[config.mk]
export PLATFORM = sky130hd
export DESIGN_NAME = fetch_seq
export DESIGN_NICKNAME = d
export VERILOG_FILES = /design/src/rtl/fs_pkg.sv /design/src/rtl/fs_timing.sv /design/src/rtl/fs_control.sv /design/src/rtl/fs_datapath.sv /design/src/rtl/fetch_seq.sv
export SDC_FILE = /design/constraint.sdc
export NUM_CORES = 1
export LEC_CHECK = 0
export BUFFER_PORTS_ARGS = -buffer_cell sky130_fd_sc_hd__clkbuf_2
export CORE_AREA = 4 4 372 300
export DETAILED_ROUTE_END_ITERATION = 12
export DIE_AREA = 0 0 376 304
export PLACE_DENSITY_LB_ADDON = 0.3
export RECOVER_POWER = 25
export REMOVE_ABC_BUFFERS = 1
export SYNTH_ARGS = -nofsm -noshare
export SYNTH_HDL_FRONTEND = slang
export SYNTH_HIERARCHICAL = 1
export SYNTH_SLANG_ARGS = --single-unit
export TNS_END_PERCENT = 100
[constraint.sdc]
create_clock -name clk -period 3.4 [get_ports clk]
set_input_delay 0.51 -clock clk [delete_from_list [all_inputs] [get_ports clk]]
set_output_delay 0.51 -clock clk [all_outputs]
set_load 0.01 [all_outputs]
[src/rtl/fs_pkg.sv]
package fs_pkg;
  typedef enum logic [2:0] {
    BUS_NONE = 3'd0,
    BUS_AR   = 3'd1,
    BUS_PC   = 3'd2,
    BUS_DR   = 3'd3,
    BUS_AC   = 3'd4,
    BUS_IR   = 3'd5,
    BUS_TR   = 3'd6,
    BUS_MEM  = 3'd7
  } bus_src_e;

  typedef struct packed {
    bus_src_e sel;
    logic     ld_ar;
    logic     ld_ir;
    logic     ld_dr;
    logic     inc_pc;
    logic     clr_sc;
    logic     halt;
    logic     done;
  } ctl_t;
endpackage

[src/rtl/fs_timing.sv]
module fs_timing #(
  parameter int SC_W = 4,
  localparam int T_N = 1 << SC_W
) (
  input  logic           clk,
  input  logic           rst_n,
  input  logic           clr,
  input  logic           halt,
  input  logic           start,
  output logic [T_N-1:0] t_onehot,
  output logic           running
);
  logic [SC_W-1:0] sc_q, sc_nxt;
  logic            run_q, run_nxt;

  always_comb begin
    run_nxt = run_q;
    if (halt)               run_nxt = 1'b0;
    else if (start && !run_q) run_nxt = 1'b1;
    if (!run_q || clr || halt) sc_nxt = '0;
    else                       sc_nxt = sc_q + 1'b1;
  end

  always_ff @(posedge clk or negedge rst_n) begin
    if (!rst_n) begin
      sc_q  <= '0;
      run_q <= 1'b1;
    end else begin
      sc_q  <= sc_nxt;
      run_q <= run_nxt;
    end
  end

  for (genvar i = 0; i < T_N; i++) begin : g_tdec
    assign t_onehot[i] = run_q && (sc_q == SC_W'(i));
  end

  assign running = run_q;
endmodule

[src/rtl/fs_control.sv]
module fs_control
  import fs_pkg::*;
#(
  parameter int OP_W = 3,
  parameter int T_N  = 16,
  localparam int N_OP = 1 << OP_W
) (
  input  logic [T_N-1:0]  t,
  input  logic [OP_W:0]   hdr,
  output ctl_t            ctl,
  output logic [N_OP-1:0] op_dec,
  output logic            ind
);
  localparam int HALT_OP = N_OP - 1;
  logic [OP_W-1:0] opcode;

  assign ind    = hdr[OP_W];
  assign opcode = hdr[OP_W-1:0];

  for (genvar n = 0; n < N_OP; n++) begin : g_opdec
    assign op_dec[n] = (opcode == OP_W'(n));
  end

  always_comb begin
    ctl = '0;
    if (t[0]) begin
      ctl.sel   = BUS_PC;
      ctl.ld_ar = 1'b1;
    end
    if (t[1]) begin
      ctl.sel    = BUS_MEM;
      ctl.ld_ir  = 1'b1;
      ctl.inc_pc = 1'b1;
    end
    if (t[2]) begin
      ctl.sel   = BUS_IR;
      ctl.ld_ar = 1'b1;
      if (op_dec[HALT_OP]) begin
        ctl.halt   = 1'b1;
        ctl.clr_sc = 1'b1;
      end
    end
    if (t[3] && ind) begin
      ctl.sel   = BUS_MEM;
      ctl.ld_ar = 1'b1;
    end
    if (t[4]) begin
      ctl.sel    = BUS_MEM;
      ctl.ld_dr  = 1'b1;
      ctl.done   = 1'b1;
      ctl.clr_sc = 1'b1;
    end
  end
endmodule

[src/rtl/fs_datapath.sv]
module fs_datapath
  import fs_pkg::*;
#(
  parameter int WORD_W = 16,
  parameter int ADDR_W = 12,
  parameter int MEM_AW = 6,
  localparam int MEM_D = 1 << MEM_AW
) (
  input  logic              clk,
  input  logic              rst_n,
  input  bus_src_e          sel,
  input  logic              ld_ar,
  input  logic              ld_ir,
  input  logic              ld_dr,
  input  logic              inc_pc,
  input  logic              mem_we,
  input  logic [MEM_AW-1:0] mem_waddr,
  input  logic [WORD_W-1:0] mem_wdata,
  output logic [ADDR_W-1:0] pc,
  output logic [ADDR_W-1:0] ar,
  output logic [WORD_W-1:0] ir,
  output logic [WORD_W-1:0] dr
);
  logic [WORD_W-1:0] mem [MEM_D];
  logic [WORD_W-1:0] mem_rd, bus;
  logic [ADDR_W-1:0] pc_nxt, ar_nxt;
  logic [WORD_W-1:0] ir_nxt, dr_nxt;

  always_ff @(posedge clk) begin
    if (mem_we) mem[mem_waddr] <= mem_wdata;
  end

  assign mem_rd = mem[ar[MEM_AW-1:0]];

  always_comb begin
    case (sel)
      BUS_AR:  bus = WORD_W'(ar);
      BUS_PC:  bus = WORD_W'(pc);
      BUS_DR:  bus = dr;
      BUS_IR:  bus = ir;
      BUS_MEM: bus = mem_rd;
      default: bus = '0;
    endcase
  end

  always_comb begin
    pc_nxt = inc_pc ? pc + 1'b1 : pc;
    ar_nxt = ld_ar ? bus[ADDR_W-1:0] : ar;
    ir_nxt = ld_ir ? bus : ir;
    dr_nxt = ld_dr ? bus : dr;
  end

  always_ff @(posedge clk or negedge rst_n) begin
    if (!rst_n) begin
      pc <= '0;
      ar <= '0;
      ir <= '0;
      dr <= '0;
    end else begin
      pc <= pc_nxt;
      ar <= ar_nxt;
      ir <= ir_nxt;
      dr <= dr_nxt;
    end
  end
endmodule

[src/rtl/fetch_seq.sv]
module fetch_seq
  import fs_pkg::*;
#(
  parameter int WORD_W = 16,
  parameter int ADDR_W = 12,
  parameter int SC_W   = 4,
  parameter int OP_W   = 3,
  parameter int MEM_AW = 6,
  localparam int T_N  = 1 << SC_W,
  localparam int N_OP = 1 << OP_W
) (
  input  logic              clk,
  input  logic              rst_n,
  input  logic              start,
  input  logic              mem_we,
  input  logic [MEM_AW-1:0] mem_waddr,
  input  logic [WORD_W-1:0] mem_wdata,
  output logic [T_N-1:0]    t_state,
  output logic [2:0]        bus_sel,
  output logic              ld_ar,
  output logic              ld_ir,
  output logic              ld_dr,
  output logic              inc_pc,
  output logic              clr_sc,
  output logic [N_OP-1:0]   op_dec,
  output logic              ind,
  output logic              done,
  output logic              running,
  output logic [ADDR_W-1:0] pc,
  output logic [ADDR_W-1:0] ar,
  output logic [WORD_W-1:0] ir,
  output logic [WORD_W-1:0] dr
);
  ctl_t ctl;

  fs_timing #(.SC_W(SC_W)) u_timing (
    .clk      (clk),
    .rst_n    (rst_n),
    .clr      (ctl.clr_sc),
    .halt     (ctl.halt),
    .start    (start),
    .t_onehot (t_state),
    .running  (running)
  );

  fs_control #(.OP_W(OP_W), .T_N(T_N)) u_control (
    .t      (t_state),
    .hdr    (ir[WORD_W-1 -: OP_W+1]),
    .ctl    (ctl),
    .op_dec (op_dec),
    .ind    (ind)
  );

  fs_datapath #(.WORD_W(WORD_W), .ADDR_W(ADDR_W), .MEM_AW(MEM_AW)) u_dp (
    .clk       (clk),
    .rst_n     (rst_n),
    .sel       (ctl.sel),
    .ld_ar     (ctl.ld_ar),
    .ld_ir     (ctl.ld_ir),
    .ld_dr     (ctl.ld_dr),
    .inc_pc    (ctl.inc_pc),
    .mem_we    (mem_we),
    .mem_waddr (mem_waddr),
    .mem_wdata (mem_wdata),
    .pc        (pc),
    .ar        (ar),
    .ir        (ir),
    .dr        (dr)
  );

  assign bus_sel = ctl.sel;
  assign ld_ar   = ctl.ld_ar;
  assign ld_ir   = ctl.ld_ir;
  assign ld_dr   = ctl.ld_dr;
  assign inc_pc  = ctl.inc_pc;
  assign clr_sc  = ctl.clr_sc;
  assign done    = ctl.done;
endmodule

-- Word level (Yosys, flattened, before mapping)
Memories as Yosys holds them, arrays and structs flattened.
Index checks and enable logic that the tools add are counted.
- register bits: 61
- bits in latches: 0
- memory bits (writable): 1024
- ROM bits: 0
- input bits: 26
- output and inout bits: 91
- word-level logic and storage cells: 76
- memories: 1
- add/subtract/negate cells: 2
- multiply operators: 0
- div/mod/pow operators: 0
- order comparisons: 0
- equal/unequal tests: 27
- shifts and indexed selects: 0
- multiplexer cells: 16
- bitwise gates (word level): 0
- reductions and logical operators: 24
- memory list (name ; depth ; bits a word ; rd ports ; clocked after memory_dff ; wr ports ; line ; source):
    u_dp.mem ; 64 ; 16 ; 1 ; 0 ; 1 ; fs_datapath.sv:24 ; logic [WORD_W-1:0] mem [MEM_D];
- operators by type and width (cell ; number):
    16-bit one-hot mux with 5 select lines ; 1
    4-bit equality test, second input constant ; 8
    3-bit equality test, second input constant ; 6
    1-bit logical AND ; 18
    4-bit by 3-bit equality test with 1-bit output, second input constant ; 4
    12-bit by 1-bit adder with 12-bit output, second input constant ; 1
    3-bit by 2-bit equality test with 1-bit output, second input constant ; 4
    4-bit two-way mux ; 3
    3-bit two-way mux ; 3
    4-bit by 2-bit equality test with 1-bit output, second input constant ; 2
    1-bit two-way mux ; 7
    3-bit by 1-bit equality test with 1-bit output, second input constant ; 2
    4-bit by 1-bit adder with 4-bit output, second input constant ; 1
    4-bit by 1-bit equality test with 1-bit output, second input constant ; 1
    4-bit logical NOT ; 1
    2-bit two-way mux ; 2
    3-bit logical NOT ; 1
    1-bit logical OR ; 2
    2-bit nonzero test ; 1
    1-bit logical NOT ; 1

-- Longest topological paths before layout
- depth in word-level cells: 9
- mapped depth: 15
- gate-level depth less buffers: 12

-- By module
The synthesis kept the hierarchy.
- modules (own cells, without submodules) (module ; times used ; cells each ; area an instance (um2) ; seq. area each (um2)):
    fs_datapath ; 1 ; 2029 ; 42320.6 ; 32150.8
    fs_timing ; 1 ; 52 ; 387.9 ; 126.4
    fs_control ; 1 ; 27 ; 165.2 ; 0.0

-- Worst setup path before layout
OpenSTA, ideal clock, no wires.
- kind: flip-flop to flip-flop
- start point: reg u_timing.run_q (netlist: u_timing/running)
- end point: reg u_dp.ar[0]
- library setup time: 0.132 ns
- arrival: 2.790 ns
- required time: 3.268 ns
- path slack: 0.478 ns
- cell stages (with the launch flop): 12
- clock period less this slack: 2.922 ns
- cells stage by stage: dfstp_2 or2b_1 nor2_1 nor2_1 o21ai_0 nor2b_1 clkbuf_1 a22o_1 a2bb2oi_1 nand2_1 o21ai_0 o21ai_1
- elaborated cells between the ends (all ways): 17
- those cells by class: eq/ne: 5; mux: 6; reduce/logical: 6
- RTL lines (what ; line ; source):
    from (decl) ; fs_timing.sv:14 ; logic run_q, run_nxt;
    from (signal assigned) ; fs_timing.sv:30 ; run_q <= run_nxt;
    1-bit logical AND * ; fs_timing.sv:35 ; assign t_onehot[i] = run_q && (sc_q == SC_W'(i));
    via t_state[1] ; fetch_seq.sv:18 ; output logic [T_N-1:0] t_state,
    3-bit two-way mux * ; fs_control.sv:30 ; if (t[1]) begin
    4-bit two-way mux * ; fs_control.sv:35 ; if (t[2]) begin
    4-bit two-way mux * ; fs_control.sv:43 ; if (t[3] && ind) begin
    3-bit two-way mux * ; fs_control.sv:47 ; if (t[4]) begin
    via bus_sel[1] ; fetch_seq.sv:19 ; output logic [2:0] bus_sel,
    3-bit equality test (tied with other cells) ; fs_datapath.sv:36 ; case (sel)
    16-bit one-hot mux with 5 select lines * ; fs_datapath.sv:36 ;
    to (signal assigned) ; fs_datapath.sv:61 ; ar <= ar_nxt;
    to (decl) ; fs_datapath.sv:20 ; output logic [ADDR_W-1:0] ar,
The timed path passes the listed nets; every way through them passes the cells marked *.
A chain may end at the register's enable or synchronous reset.

-- Worst setup path in the final report
- start point: reg u_dp.ar[0]
- end point: reg u_dp.dr[15]
- cells in the longest elaborated chain, start to end: 2
- ends and longest elaborated chain (what ; line ; source):
    memory read 64 x 16 bit ; n/a ;
    16-bit one-hot mux with 5 select lines ; fs_datapath.sv:36 ;
    to (signal assigned) ; fs_datapath.sv:63 ; dr <= dr_nxt;
    to (decl) ; fs_datapath.sv:22 ; output logic [WORD_W-1:0] dr
Every way passes these cells.

==> impl_metrics.ini <==
[run_status]
outcome = finished with violations
violations = capacitance limit, slew limit

[critical_path]
slowest_stage = dfrtp_4
cp_max_fo = 16
path_class = reg2reg
crit_arrival_ns = 3.78
slowest_delay_ns = 0.57
r2r-start = u_dp/ar[0]
start_kind = flop
path_buf_inv = 2
end_kind = flop
crit_start = u_dp/ar[0]
cp.required_ns = 3.96
critPathTopFamily = multiplexers
cp_cell_sequence = buf_4 -> mux4_2 -> mux4_2 -> o22ai_1 -> nor3_1 -> buf_4 -> a221oi_2 -> a21oi_1

[global_route]
first_global_vias = 22313
grt_max_degree = 65
gr-usage-all-layers_pct = 19.4
overflow = 0
grt_pass1_wl_microns = 161000
grt_antenna_before_repair = 9

[synthesis]
synth_compound_area_share_pct = 3.81
synth_common_cells = edfxtp_1 (1,024), mux4_2 (227), mux2i_1 (147)
ys_seq_area_share_pct = 75.3
ys_top_cells_by_area = edfxtp_1 (72%), mux4_2 (12%), dfrtp_1 (3.5%)
syn-cell-area_sq_mm = 0.0429
synth-adder-area-share_pct = 0.146
synth_top_family_by_area = multiplexers
synthXorXnorAreaFrac_pct = 0.245
ys_seq_elements = 1085
yosysTopAreaCell = edfxtp_1
ys.flop_type = edfxtp_1
yosys.area_share.simple_pct = 2.47
yosysMostFrequentCell = edfxtp_1
ys_warn_count = 6
syn_avg_cell_area_sq_um = 20.3
ys_types = 58
syn_inst = 2108
synth.top_cell.area_share_pct = 71.7
synth_mux_area_share_pct = 16.1
synth-edff-count = 1024
synth-async-reset-ratio_pct = 5.62

[sta]
tightestPinTransition_ns = 3.35
setup_slack_ns = 0.176
rsz0062_at_grt = false
finalSetupViolCount = 0
hold_violations = 0
period_share_pct = 94.8
slew_violations = 476
max_freq_mhz = 310
slew_headroom_pct = -124
fin_skew_ns = 0.0213
min_period_ns = 3.22

[clock_network]
cts-buffers-inserted = 103
cts_max_level = 3
cts-root-buf = clkbuf_16
cts_num_sinks = 1085
clk_pin_slew_ns = 0.06
cts_tree = done
cts.path.max_buffers = 3
insertion_delay_ns = 0.71

[placement]
place_inst = 3705
dp_worst_setup_slack_ns = 0.139
gp_congestion = 0.874
dp_hpwl_microns = 69900
io_buffers = 116

[drt]
wl_met2_microns = 49900
wl_met3_microns = 11800
postRouteAntennaNets = 0
drtIter0Drc = 2751
wire_per_inst_microns = 28.7
top_layer_used = met5
drtPass1Iterations = 6
met1Wirelength_microns = 47900
vias = 22331
drc = 0
viasPerCell = 5.72
wl_microns = 112000

[die]
core-area_sq_mm = 0.108
fp.dieW_microns = 376
ios = 117
die_h_microns = 304
start_util_pct = 39.7
rows = 108
dieArea_sq_mm = 0.114

[layout]
area_growth_pct = 15.3
instances_no_fill = 3906
nNetsFinal = 2413
drive_gt1_share_pct = 29.2

[power]
p_leak_nw = 16.2
cellPowerDensity_mw_per_mm2 = 807
peakVddDrop_uv = 530

[flow_run]
cap_viol_max_count = 11

[min_path]
holdCritStartpoint = mem_wdata[10]
hold_path_class = in2reg
-- layer usage --
metal	up-vias	global-route usage (%)
met1	11791	28.7
li1	9275	-
met4	6	4.69
met5	-	0
met2	1105	28.4
met3	154	5.77
-- cells by family (layout without fill, tap and decap cells) --
kind of cell / Yosys count / in the layout
simple gates: 230 / 230
mux: 404 / 404
flops: 1085 / 1085
compound gates: 241 / 241
fa+ha+maj: 5 / 5
other cells: 0 / 5
buf+inv: 131 / 494
xor+xnor: 12 / 12
-- per-stage QoR --
stage          setup TNS [ns]  power [W]  instance area (sq um)  hold slack, ns  util (%)
2_1_floorplan         -379.77     0.0221                  42100           0.214         -
3_3_place_gp                0     0.0285                  46000           0.490      42.6
3_5_place_dp                0     0.0286                  46000           0.512      42.6
4_1_cts                     0     0.0401                  49400          0.0951      45.8
5_1_grt                     0     0.0415                  49400           0.220      45.8
6_report                    0     0.0399                  49400           0.225      45.8
-- state kept, by name, indices dropped and copies added, names as in the netlist --
| name | cells |
|---|---|
| u_dp/ir | 16 |
| u_dp/pc | 12 |
| u_timing/sc_q | 4 |
| u_dp/mem | 1024 |
| u_dp/ar | 12 |
| u_dp/dr | 16 |
| u_timing/running | 1 |
-- power breakdown --
| part | total [W] | switching, W | leakage (nW) | internal, W |
|---|---|---|---|---|
| registers | 0.0158 | 0.000733 | 9.98 | 0.0150 |
| logic | 0.0126 | 0.00716 | 4.55 | 0.00547 |
| clock network | 0.0115 | 0.00497 | 1.63 | 0.00648 |
| total | 0.0399 | 0.0129 | 16.2 | 0.0270 |
-- area by class of cell --
cell class | count | area (sq um)
diodes | 5 | 12.5
clock buffers | 125 | 2680
clock inverters | 69 | 696
fillers | 8938 | 58600
inverters | 5 | 18.8
multi-input cells | 892 | 9830
flip-flops and latches | 1085 | 32300
well taps | 1430 | 1790
repair buffers | 295 | 2100
-- path summary, 6_finish.rpt --
path | end | slack, ns | cells after the start
hold / removal | u_dp/mem[48][10] | 0.23 | 1
min in group asynchronous | u_dp/ar[6] | 0.52 | 2
setup reg to reg | u_dp/dr[15] | 0.18 | 8
setup / recovery | u_dp/dr[15] | 0.18 | 8
hold reg to reg | u_timing/sc_q[0] | 0.53 | 1
max in group asynchronous | u_timing/running | 2.09 | 3
-- timing repair --
item	in CTS	in global routing
hold buffers	2	0
setup buffers	0	0
resized for setup	0	1
endpoints found under the setup margin	0	2
endpoints found under the hold margin	44	0
-- layout by cell type (no fill, tap or decap), drive strengths merged, types with 10 or more instances in the layout --
cell type  instances
o21ai             63
dfrtp             60
clkbuf           246
a22oi             66
nor2             103
nand3             13
a22o              10
bufinv            11
mux4             227
mux2              30
mux2i            147
buf              172
o22ai             10
o211ai            16
nand2             50
nand2b            12
a21oi             36
edfxtp          1024
a221oi            17
nor2b             13
clkinv            46
Power figures use the tool's default switching activity.
